### src/rtl/ppm_enc_pkg.sv
package ppm_enc_pkg;

    typedef enum logic [0:0] {
        ENC_IDLE = 1'b0,
        ENC_SEND = 1'b1
    } enc_state_e;

    localparam int unsigned SLOTS_PER_SYM = 4;
    localparam int unsigned BITS_PER_SYM  = 2;

endpackage

### src/rtl/ppm_slot_timer.sv
module ppm_slot_timer #(
    parameter int unsigned SLOT_CYC  = 256,
    parameter int unsigned PAUSE_CYC = 128,
    parameter int unsigned SYMS      = 4
) (
    input  logic       clk,
    input  logic       rst_n,
    input  logic       restart,
    input  logic       run,
    output logic [1:0] slot_idx,
    output logic       in_tail,
    output logic       sym_end,
    output logic       frame_end
);
    localparam int unsigned SLOT_W = $clog2(SLOT_CYC);
    localparam int unsigned SYM_W  = (SYMS > 1) ? $clog2(SYMS) : 1;
    localparam logic [SLOT_W-1:0] PH_LAST  = SLOT_W'(SLOT_CYC - 1);
    localparam logic [SLOT_W-1:0] PH_TAIL  = SLOT_W'(SLOT_CYC - PAUSE_CYC);
    localparam logic [SYM_W-1:0]  SYM_LAST = SYM_W'(SYMS - 1);

    logic [SLOT_W-1:0] phase_q;
    logic [1:0]        slot_q;
    logic [SYM_W-1:0]  sym_q;
    logic              slot_wrap;

    assign slot_wrap = (phase_q == PH_LAST);
    assign sym_end   = run && slot_wrap && (slot_q == 2'd3);
    assign frame_end = sym_end && (sym_q == SYM_LAST);
    assign slot_idx  = slot_q;
    assign in_tail   = (phase_q >= PH_TAIL);

    always_ff @(posedge clk or negedge rst_n) begin
        if (!rst_n) begin
            phase_q <= '0;
            slot_q  <= '0;
            sym_q   <= '0;
        end else if (restart) begin
            phase_q <= '0;
            slot_q  <= '0;
            sym_q   <= '0;
        end else if (run) begin
            if (slot_wrap) begin
                phase_q <= '0;
                slot_q  <= slot_q + 2'd1;
                if (slot_q == 2'd3) begin
                    sym_q <= (sym_q == SYM_LAST) ? '0 : sym_q + SYM_W'(1);
                end
            end else begin
                phase_q <= phase_q + SLOT_W'(1);
            end
        end
    end
endmodule

### src/rtl/ppm_pair_shifter.sv
module ppm_pair_shifter #(
    parameter int unsigned DATA_W = 8
) (
    input  logic              clk,
    input  logic              rst_n,
    input  logic              load,
    input  logic [DATA_W-1:0] load_data,
    input  logic              advance,
    output logic [1:0]        pair
);
    logic [DATA_W-1:0] sr_q;

    always_ff @(posedge clk or negedge rst_n) begin
        if (!rst_n) begin
            sr_q <= '0;
        end else if (load) begin
            sr_q <= load_data;
        end else if (advance) begin
            sr_q <= sr_q >> ppm_enc_pkg::BITS_PER_SYM;
        end
    end

    assign pair = sr_q[1:0];
endmodule

### src/rtl/ppm_pause_gen.sv
module ppm_pause_gen (
    input  logic       active,
    input  logic [1:0] slot_idx,
    input  logic [1:0] pair,
    input  logic       in_tail,
    output logic       mod
);
    always_comb begin
        mod = active && in_tail && (slot_idx == pair);
    end
endmodule

### src/rtl/ppm_symbol_encoder.sv
module ppm_symbol_encoder #(
    parameter int unsigned DATA_W    = 8,
    parameter int unsigned SLOT_CYC  = 256,
    parameter int unsigned PAUSE_CYC = 128
) (
    input  logic              clk,
    input  logic              rst_n,
    input  logic              in_valid,
    output logic              in_ready,
    input  logic [DATA_W-1:0] in_data,
    output logic              mod_out,
    output logic              busy
);
    import ppm_enc_pkg::*;

    localparam int unsigned SYMS = DATA_W / BITS_PER_SYM;

    enc_state_e state_q, state_d;
    logic       accept;
    logic       running;
    logic [1:0] slot_idx;
    logic [1:0] pair;
    logic       in_tail;
    logic       sym_end;
    logic       frame_end;

    always_ff @(posedge clk or negedge rst_n) begin
        if (!rst_n) state_q <= ENC_IDLE;
        else        state_q <= state_d;
    end

    always_comb begin
        state_d = state_q;
        unique case (state_q)
            ENC_IDLE: if (accept)    state_d = ENC_SEND;                      // launch
            ENC_SEND: if (frame_end) state_d = accept ? ENC_SEND : ENC_IDLE;  // chain / drain
        endcase
    end

    always_comb begin
        running  = 1'b0;
        in_ready = 1'b0;
        unique case (state_q)
            ENC_IDLE: begin
                running  = 1'b0;
                in_ready = 1'b1;
            end
            ENC_SEND: begin
                running  = 1'b1;
                in_ready = frame_end;
            end
        endcase
    end

    assign accept = in_valid && in_ready;
    assign busy   = running;

    ppm_slot_timer #(
        .SLOT_CYC (SLOT_CYC),
        .PAUSE_CYC(PAUSE_CYC),
        .SYMS     (SYMS)
    ) u_timer (
        .clk      (clk),
        .rst_n    (rst_n),
        .restart  (accept),
        .run      (running),
        .slot_idx (slot_idx),
        .in_tail  (in_tail),
        .sym_end  (sym_end),
        .frame_end(frame_end)
    );

    ppm_pair_shifter #(
        .DATA_W(DATA_W)
    ) u_shift (
        .clk      (clk),
        .rst_n    (rst_n),
        .load     (accept),
        .load_data(in_data),
        .advance  (sym_end),
        .pair     (pair)
    );

    ppm_pause_gen u_pause (
        .active  (running),
        .slot_idx(slot_idx),
        .pair    (pair),
        .in_tail (in_tail),
        .mod     (mod_out)
    );
endmodule

### config.mk
export PLATFORM = sky130hd
export DESIGN_NAME = ppm_symbol_encoder
export DESIGN_NICKNAME = d
export VERILOG_FILES = /design/src/rtl/ppm_enc_pkg.sv /design/src/rtl/ppm_slot_timer.sv /design/src/rtl/ppm_pair_shifter.sv /design/src/rtl/ppm_pause_gen.sv /design/src/rtl/ppm_symbol_encoder.sv
export SDC_FILE = /design/constraint.sdc
export NUM_CORES = 1
export LEC_CHECK = 0
export ABC_AREA = 1
export BUFFER_PORTS_ARGS = -buffer_cell sky130_fd_sc_hd__buf_4
export CAP_MARGIN = 5
export CORE_MARGIN = 4
export CORE_UTILIZATION = 50
export CTS_BUF_LIST = sky130_fd_sc_hd__clkbuf_16
export DETAILED_ROUTE_END_ITERATION = 16
export PLACE_DENSITY = 0.8
export REMOVE_ABC_BUFFERS = 1
export SYNTH_ARGS = -nofsm -noshare
export SYNTH_HDL_FRONTEND = slang
export SYNTH_SLANG_ARGS = --single-unit
### constraint.sdc
create_clock -name clk -period 1.5 [get_ports clk]
set_input_delay 0.3 -clock clk [delete_from_list [all_inputs] [get_ports clk]]
set_output_delay 0.3 -clock clk [all_outputs]
set_load 0.02 [all_outputs]
# After elaboration in Yosys (flattened, before gate mapping)
# Index checks and enable logic that the tools add are counted.
# totals
latchBits	0
input_bits	11
wordCells	44
out_inout_bits	3
memories	0
romBits	0
ff_bits	21
ram_bits	0
# op_classes
reduce_logical	12
n_eq_ne	4
div_mod_pow	0
bitwise_logic	1
n_addsub	3
shifts	0
n_mul	0
n_lt_le_gt_ge	1
n_mux	18
# ops
cell	n
2-to-1 mux 8 bit	5
2-to-1 mux 2 bit	8
adder 8 x 1 -> 8 bit (second input constant)	1
== test 8 bit (second input constant)	1
greater-or-equal comparator 8 bit (second input constant)	1
nonzero test 2 bit	4
logical AND 1 bit	6
one-hot mux 1 bit (2 select lines)	3
adder 2 x 1 -> 2 bit (second input constant)	2
== test 2 bit (second input constant)	2
AND reduction 3 bit	1
== test 2 bit	1
2-to-1 mux 1 bit	2
AND reduction 2 bit	1
NOT 1 bit	1

# Longest topological paths before layout
# Gate-level depths: netlist of the first run.
# logic_depth
depth_word	10
depth_mapped	11
ltp_nobuf	11

# Modules after synthesis
# A second synthesis of the first run with hierarchy kept.
# hier_totals
cells_unflattened	159
hier_area_um2	1191.1
# modules_own_cells
mod	area_per_inst_um2	cells_each	instances	seq_area_each_um2
ppm_slot_timer	733.2	99	1	300.3
ppm_pair_shifter	369.1	43	1	200.2
ppm_symbol_encoder	45.0	6	1	25.0
ppm_pause_gen	43.8	11	1	0.0

# Worst setup path before layout of the first run
# OpenSTA, ideal clock, no wires.
# synth_timing
path_kind	reg-to-reg
start	register u_timer.phase_q[1]
end	register u_shift.sr_q[5]
arrival_time_ns	1.466
setup_time_ns	0.124
synth_period_minus_slack_ns	1.590
path_buffers	1
stages_incl_launch_ff	12
slack_ns	-0.090
t_required_ns	1.376
path_cell_list	dfrtp_1 -> ha_1 -> nand2_1 -> nor2_2 -> nand2_2 -> nor2_4 -> nand3_4 -> nand2_4 -> nand2_4 -> buf_6 -> nand3_1 -> nand3_1
# synth_between
elab_chain_len	7
word_cells_on_any_way	8
classes_between	eq/ne (1); mux (2); reduce/logical (5)
# synth_lines
element	line_no	rtl
from (decl)	ppm_slot_timer.sv:21	logic [SLOT_W-1:0] phase_q;
from (signal assigned)	ppm_slot_timer.sv:49	phase_q <= phase_q + SLOT_W'(1);
== test 8 bit (*)	ppm_slot_timer.sv:26	assign slot_wrap = (phase_q == PH_LAST);
logical AND 1 bit (*) (2 in a row)	ppm_slot_timer.sv:27	assign sym_end = run && slot_wrap && (slot_q == 2'd3);
logical AND 1 bit (*)	ppm_slot_timer.sv:28	assign frame_end = sym_end && (sym_q == SYM_LAST);
one-hot mux 1 bit (2 select lines) (*)	ppm_symbol_encoder.sv:43	unique case (state_q)
via in_ready	ppm_symbol_encoder.sv:9	output logic in_ready,
logical AND 1 bit (*)	ppm_symbol_encoder.sv:55	assign accept = in_valid && in_ready;
2-to-1 mux 8 bit or nonzero test 2 bit (tied branches)	--	
to (signal assigned)	ppm_pair_shifter.sv:17	sr_q <= load_data;
to (signal assigned)	ppm_pair_shifter.sv:19	sr_q <= sr_q >> ppm_enc_pkg::BITS_PER_SYM;
to (decl)	ppm_pair_shifter.sv:11	logic [DATA_W-1:0] sr_q;
# The timed path passes the listed nets; every way through them passes the cells marked *.
# A chain may end at the register's enable or synchronous reset.

# Final worst setup path of the first run
# layout_timing
start	register u_timer.phase_q[1]
end	output in_ready
# layout_between
elab_chain_len	5
# layout_lines
element	line_no
== test 8 bit	ppm_slot_timer.sv:26
logical AND 1 bit (2 in a row)	ppm_slot_timer.sv:27
logical AND 1 bit	ppm_slot_timer.sv:28
one-hot mux 1 bit (2 select lines)	ppm_symbol_encoder.sv:43
to (decl)	ppm_symbol_encoder.sv:9
# Every way passes these cells.

==> results of run 1 <==
==> metal layers <==
layer	vias to the layer above	global-route usage
met5	-	0
met4	0	0.0762
met3	14	0.0391
met2	26	0.325
met1	505	0.195
li1	533	-
==> cell type report <==
type / count / share of cell area
clock inverters: 1 / 0.00300
inverters: 18 / 0.0420
multi-input cells: 100 / 0.375
clock buffers: 3 / 0.0450
well taps: 28 / 0.0210
flip-flops and latches: 21 / 0.315
repair buffers: 42 / 0.199
==> kinds of logic after synthesis <==
kind of cell / Yosys count / synth area share
xor gates and xnor gates: 7 / 0.0514
buffers and inverters: 21 / 0.0850
and+or+nand+nor: 82 / 0.343
AOI/OAI and AO/OA: 6 / 0.0378
DFF: 21 / 0.441
adders and majority gates: 4 / 0.0420
==> critical path, stage by stage, from the launching register on <==
cell	delay (ns)
sky130_fd_sc_hd__dfrtp_1	0.39
sky130_fd_sc_hd__ha_4	0.17
sky130_fd_sc_hd__nand2_4	0.05
sky130_fd_sc_hd__nor2_4	0.09
sky130_fd_sc_hd__nand2_2	0.07
sky130_fd_sc_hd__nor2_4	0.11
sky130_fd_sc_hd__nand3_4	0.09
sky130_fd_sc_hd__nand2_4	0.07
sky130_fd_sc_hd__buf_6	0.11
==> registers in the layout, summed over array words and instances, names as in the netlist <==
| signal | count |
|---|---|
| u_shift.sr_q | 8 |
| u_timer.phase_q | 8 |
| u_timer.sym_q | 2 |
| u_timer.slot_idx | 2 |
| state_q | 1 |
==> cell usage after synthesis, drive strengths merged <==
library cell | n | area, sq um
nand3 | 13 | 82.6
xor2 | 6 | 52.6
xnor2 | 1 | 8.76
nand2 | 42 | 178
o21ai | 2 | 10.0
a21oi | 3 | 26.3
nor3 | 5 | 30.0
nand3b | 1 | 7.51
a31o | 1 | 8.76
ha | 4 | 50.1
buf | 3 | 33.8
inv | 18 | 67.6
dfrtp | 21 | 526
nand4 | 3 | 18.8
nor2 | 18 | 92.6
==> power by group through the flow <==
| stage | clock network (uW) | logic (uW) | registers (uW) |
|---|---|---|---|
| 2_1_floorplan | 0 | 26.2 | 598 |
| 3_3_place_gp | 0 | 60.9 | 599 |
| 3_5_place_dp | 0 | 63.0 | 600 |
| 4_1_cts | 575 | 68.7 | 590 |
| 5_1_grt | 616 | 80.7 | 591 |
| 6_report | 574 | 70.7 | 589 |
==> metrics by stage <==
step	setup WS [ns]	std cells	setup TNS, ns
2_1_floorplan	-0.0301	138	-0.149
3_3_place_gp	-0.0610	192	-0.574
3_5_place_dp	-0.108	192	-1.54
4_1_cts	-0.266	206	-3.44
5_1_grt	-0.295	213	-4.63
6_report	-0.206	213	-2.32
==> what timing repair did <==
action	CTS	global route
endpoints found under the setup margin	22	23
hold buffers	1	0
gates resized for setup	10	5
pin swaps	4	6
endpoints found under the hold margin	21	0
cloned	1	0
buffers inserted	8	7
==> how the worst max path moves through the flow <==
stage                                    from  slack (ns)                             end  depth (start not counted)
2_1_floorplan  u_timer.phase_q[1]$_DFFE_PN0P_       -0.03     u_shift.sr_q[0]$_DFFE_PN0P_                         10
3_3_place_gp   u_timer.phase_q[0]$_DFFE_PN0P_       -0.06  u_timer.phase_q[2]$_DFFE_PN0P_                          9
3_5_place_dp   u_timer.phase_q[1]$_DFFE_PN0P_       -0.11     u_shift.sr_q[5]$_DFFE_PN0P_                         10
4_1_cts        u_timer.phase_q[1]$_DFFE_PN0P_       -0.27                        in_ready                          8
5_1_grt        u_timer.phase_q[1]$_DFFE_PN0P_       -0.30                        in_ready                          8
6_report       u_timer.phase_q[1]$_DFFE_PN0P_       -0.21                        in_ready                          8
==> impl_summary.log, run 1 <==
INFO  metric switching_power = approximately 260 uW
INFO  metric root_buffer = sky130_fd_sc_hd__clkbuf_16
INFO  metric crit-reg2reg-capture = u_shift.sr_q[5]$_DFFE_PN0P_
INFO  metric route.met2.wl = 1.46 mm
INFO  metric fp-row-count = 17
INFO  metric detailed_place.area = 1390 sq um
INFO  metric critical_path.max_fanout = 2
INFO  metric flow.area_growth_from_synthesis = 40.0%
INFO  metric antenna_found_initial = 0
INFO  metric worst_r2r_path_depth = 11
INFO  metric vias_per_cell = between 5 and 6
INFO  metric die_area = approximately 3200 sq um
INFO  metric grt.overflow.total = 0
INFO  metric post_synthesis_area_per_instance = around 8.5 sq um
INFO  metric h-tree-depth = 1
INFO  metric end_kind = output port
INFO  metric drt-wirelength-per-cell = around 13 um
INFO  metric antenna_violating_nets_post_route = 0
INFO  metric power.share.clock = 0.465
INFO  metric ir_drop = approximately 0.94 mV
INFO  metric finalWorstPathRequiredPeriod = between 1.5 and 2 ns
INFO  metric power_switching_share = 0.212
INFO  metric antenna_cells_inserted = 0
INFO  metric die_y = between 50 and 60 um
INFO  metric synth.lib_cells_used.distinct = 25
INFO  metric finalHoldWorstSlack = around 0.24 ns
INFO  metric layout_worst_path_cycle_share = 1.14
INFO  metric drive_above_1_share = 0.351
INFO  metric max-clock-path-buffers = 2
INFO  metric syn-instance-count = 141
INFO  metric critical_path_required = 1.20 ns
INFO  metric layout.core_utilization = 0.747
INFO  metric status = complete, but fails checks
INFO  metric filler_cell_count = around 160
INFO  metric ys_seq_area_frac = 0.441
INFO  metric mostFrequentLayoutCells = sky130_fd_sc_hd__buf_4, sky130_fd_sc_hd__nand2_1, sky130_fd_sc_hd__dfrtp_1
INFO  metric regToRegSetupSlack = -0.15 ns
INFO  metric worstHoldPathType = input pin to flip-flop
INFO  metric multi_input_area = 626 sq um
INFO  metric core-area = 2230 sq um
INFO  metric final-hold-violation-count = 0
INFO  metric category_of_the_worst_setup_path_launch_point = flip-flop
INFO  metric hold_path_startpoint = in_data[7]
INFO  metric worstReg2RegStart = u_timer.phase_q[1]$_DFFE_PN0P_
INFO  metric internal_power = between 900 and 1000 uW
INFO  metric slew_viol_final = 0
INFO  metric clock_insertion_delay_worst_skew = ~0.26 ns
INFO  metric worstHoldEndpoint = u_shift.sr_q[7]$_DFFE_PN0P_
INFO  metric first_pass_grt_wire_length = ~4.5 mm
INFO  metric post_route_cell_area = roughly 1700 sq um
INFO  metric worstPathArrival = around 1.4 ns
INFO  metric finClkSkew = 0.00325 ns
INFO  metric die_width = roughly 57 um
INFO  metric grt_max_degree = 22
INFO  metric maxUsedRoutingLayer = met4
INFO  metric place_congestion = around 0.85
INFO  metric seq_power_share = 0.478
INFO  metric power.share.combinational = 0.057
INFO  metric max_freq = slightly below 600 MHz
INFO  metric io_buffers = 13
INFO  metric totalWireLength = 2.80 mm
INFO  metric mappedNetlistArea = roughly 1200 sq um
INFO  metric final_common_cell = sky130_fd_sc_hd__buf_4
INFO  metric violations = negative setup slack
INFO  metric layout_setup_ws = -0.206 ns
INFO  metric cellLeakagePower = ~0.00087 uW
INFO  metric number_of_design_rule_violations_left_by_the_first_detailed_router_iteration = 17
INFO  metric setup_viol = 21
INFO  metric clock-sinks = 21
INFO  metric detailedRoute.firstPassIterationCount = 4
INFO  metric yosysWarnings = 0
INFO  metric count_of_state_elements_after_synthesis = 21
INFO  metric place_hpwl = approximately 1.7 mm
INFO  metric via_count = around 1100
INFO  metric met3_wire_len = around 110 um
INFO  metric rsz0062_at_grt = yes
INFO  metric track_usage = 0.178
INFO  metric ioPinCount = 14
INFO  metric regArea = about 530 sq um
INFO  metric via_count_of_the_first_global_routing_pass = approximately 1000
INFO  metric numCtsBuffers = 3
INFO  metric cts_tree = yes
INFO  metric wirelength_met1 = between 1 and 1.5 mm
INFO  metric initial_core_util = 0.534
INFO  metric total_power = about 1200 uW
INFO  metric slew_headroom = 0.715
INFO  metric final_nets = around 200
INFO  metric hold-path-cell-count = 3
INFO  metric critical_path_class = flip-flop to output port
INFO  metric cts.reportedPaths.clkPinSlew = 0.06 ns
INFO  metric worst_slew_pin_slew = roughly 0.43 ns
INFO  metric residual_drc = 0
INFO  metric power.density_cell_area = 739 nW/um^2
INFO  metric cap_viol_max_count = 0
(Power assumes the default switching activity.)
==> run 2: changes to the inputs <==
Settings changed: PLACE_DENSITY 0.8 to 0.77.
Clock period 1.5 ns to 2.21 ns, I/O delays scaled along.
==> run 2 against run 1 <==
Net effect: the flow now finishes without violations; sequential cell count stayed put; largest power group unchanged; clock-buffer cell count unchanged; largest cell class unchanged; routed wire length fell by 22%; highest routed layer unchanged; total power down 33%; via count fell by 15%; clock skew up 0.00095 ns; critical path type unchanged.
==> impl_summary.log, run 2 (synthesis results as in run 1) <==
INFO  metric track_usage = 0.158 (-0.0202)
INFO  metric antenna_cells_inserted = 0 (unchanged)
INFO  metric critical_path_required = 1.77 ns (+0.57 ns)
INFO  metric category_of_the_worst_setup_path_launch_point = flip-flop
INFO  metric vias_per_cell = 5.03 (-0.67%)
INFO  metric postCtsSetupBuffers = 0 (-8)
INFO  metric regToRegSetupSlack = 0.46 ns (+0.61 ns)
INFO  metric core-area = 2230 sq um (unchanged)
INFO  metric drt-wirelength-per-cell = 12.0 um (-8.7%)
INFO  metric via_count = 920 (-15%)
INFO  metric cts.reportedPaths.clkPinSlew = 0.06 ns (about the same)
INFO  metric number_of_design_rule_violations_left_by_the_first_detailed_router_iteration = 14 (-3)
INFO  metric worstHoldPathType = input pin to async pin
INFO  metric flow.area_growth_from_synthesis = 15.0%
INFO  metric drive_above_1_share = 0.200 (-0.151)
INFO  metric clock_insertion_delay_worst_skew = 0.25 ns (about the same)
INFO  metric h-tree-depth = 1 (unchanged)
INFO  metric cts_tree = yes
INFO  metric grt.overflow.total = 0 (unchanged)
INFO  metric initial_core_util = 0.534 (unchanged)
INFO  metric die_width = 56.8 um (unchanged)
INFO  metric instances_no_fill = 183 (-14%)
INFO  metric totalWireLength = 2.20 mm (-22%)
INFO  metric finalWorstPathRequiredPeriod = roughly 2.1 ns
INFO  metric antenna_found_initial = 0 (unchanged)
INFO  metric cellLeakagePower = 0.000703 uW (-19%)
INFO  metric final_common_cell = sky130_fd_sc_hd__nand2_1
INFO  metric detailed_place.area = 1290 sq um (-7.0%)
INFO  metric ir_drop = 0.371 mV (-61%)
INFO  metric critical_path.max_fanout = 4 (+2)
INFO  metric post_route_cell_area = 1370 sq um (-18%)
INFO  metric cts.repair.resized = 0 (-10)
INFO  metric final-hold-violation-count = 0 (unchanged)
INFO  metric layout.core_utilization = 0.614 (-0.133)
INFO  metric cap_viol_max_count = 0 (unchanged)
INFO  metric antenna_violating_nets_post_route = 0 (unchanged)
INFO  metric dp.cells = 179 (-6.8%)
INFO  metric largestRegisters = u_shift.sr_q: 8 flops, u_timer.phase_q: 8 flops
INFO  metric numCtsBuffers = 3 (unchanged)
INFO  metric place_congestion = 0.759 (-10%)
INFO  metric layout_worst_path_cycle_share = 0.935
INFO  metric die_area = 3230 sq um (unchanged)
INFO  metric first_pass_grt_wire_length = 4.08 mm (-8.5%)
INFO  metric critical_path_class = flip-flop to output port
INFO  metric io_buffers = 13 (unchanged)
INFO  metric slew_viol_final = 0 (unchanged)
INFO  metric setup_tns = 0 ns (+2.32 ns)
INFO  metric detailedRoute.firstPassIterationCount = 4 (unchanged)
INFO  metric fp-row-count = 17 (unchanged)
INFO  metric mostFrequentLayoutCells = sky130_fd_sc_hd__nand2_1, sky130_fd_sc_hd__dfrtp_1, sky130_fd_sc_hd__inv_1
INFO  metric end_kind = output port
INFO  metric final_nets = 171 (-15%)
INFO  metric finClkSkew = 0.00420 ns (+0.000951 ns)
INFO  metric clock-sinks = 21 (unchanged)
INFO  metric slew_headroom = 0.673 (-0.0417)
INFO  metric power.density_cell_area = 601 nW/um^2 (-19%)
INFO  metric worstPathArrival = 1.62 ns (+0.21 ns)
INFO  metric max_freq = ~480 MHz
INFO  metric residual_drc = 0 (unchanged)
INFO  metric place_hpwl = 1.53 mm (-12%)
INFO  metric root_buffer = sky130_fd_sc_hd__clkbuf_16
INFO  metric worst_slew_pin_slew = 0.488 ns (+0.0624 ns)
INFO  metric via_count_of_the_first_global_routing_pass = 926 (-12%)
INFO  metric setup_viol = 0 (-100%)
INFO  metric rsz0062_at_grt = no
INFO  metric max-clock-path-buffers = 2 (unchanged)
INFO  metric status = finished clean
INFO  metric grt_max_degree = 22 (unchanged)
INFO  metric ioPinCount = 14 (unchanged)
INFO  metric cts.hold.buffers_added = 0 (-1)
INFO  metric die_y = 56.8 um (unchanged)
run 2: cell count changes in the layout (fill, tap and decap cells not counted), moves of 2 or more:
cell,before,now
sky130_fd_sc_hd__buf_6,4,0
sky130_fd_sc_hd__nand2_1,35,38
sky130_fd_sc_hd__nand2_4,4,2
sky130_fd_sc_hd__buf_4,37,13
run 2: metrics by stage:
step                      power (uW)  hold slack (ns)  setup WS (ns)
after floorplan                  423            0.146          0.554
after global placement           448            0.340          0.485
after detailed placement         449            0.345          0.420
after CTS                        831           0.0731          0.134
after global routing             855           0.0889         0.0123
final                            825           0.0580          0.145
run 2: final timing paths:
path,startpoint,to,cells past startpoint
max,u_timer.phase_q[1]$_DFFE_PN0P_,in_ready,8
min,rst_n,state_q$_DFF_PN0_,1
max reg2reg,u_timer.phase_q[1]$_DFFE_PN0P_,u_shift.sr_q[2]$_DFFE_PN0P_,10
min reg2reg,u_shift.sr_q[6]$_DFFE_PN0P_,u_shift.sr_q[6]$_DFFE_PN0P_,2
max in group asynchronous,rst_n,u_timer.phase_q[3]$_DFFE_PN0P_,1
min in group clk,in_data[7],u_shift.sr_q[7]$_DFFE_PN0P_,3
run 2: power by group:
part           switching (uW)  leakage, uW  internal (uW)
combinational            21.5     0.000416           20.3
clock                     140    0.0000409            243
sequential               6.46     0.000246            394
total                     168     0.000703            657
run 2: metal layers:
layer  wire length [um]  global-route usage
met1               1020               0.205
met2               1060               0.262
met3                 99              0.0322
met4                 16              0.0497
met5                  0                   0
run 2: critical path: stages (launching register included):
cell and delay, ns:
sky130_fd_sc_hd__dfrtp_1 0.38, sky130_fd_sc_hd__ha_1 0.19, sky130_fd_sc_hd__nand2_1 0.09, sky130_fd_sc_hd__nor2_2 0.13
sky130_fd_sc_hd__nand2_2 0.10, sky130_fd_sc_hd__nor2_4 0.13, sky130_fd_sc_hd__nand3_4 0.10, sky130_fd_sc_hd__nand2_4 0.10
sky130_fd_sc_hd__buf_4 0.15
run 2: area by class of cell:
type / instances / area, sq um
clock buffer: 3 / 75.1
clock inverter: 1 / 5.00
fill: 204 / 862
inverter: 18 / 67.6
multi-input combinational: 99 / 566
sequential: 21 / 526
tap: 28 / 35.0
timing repair buffer: 13 / 97.6
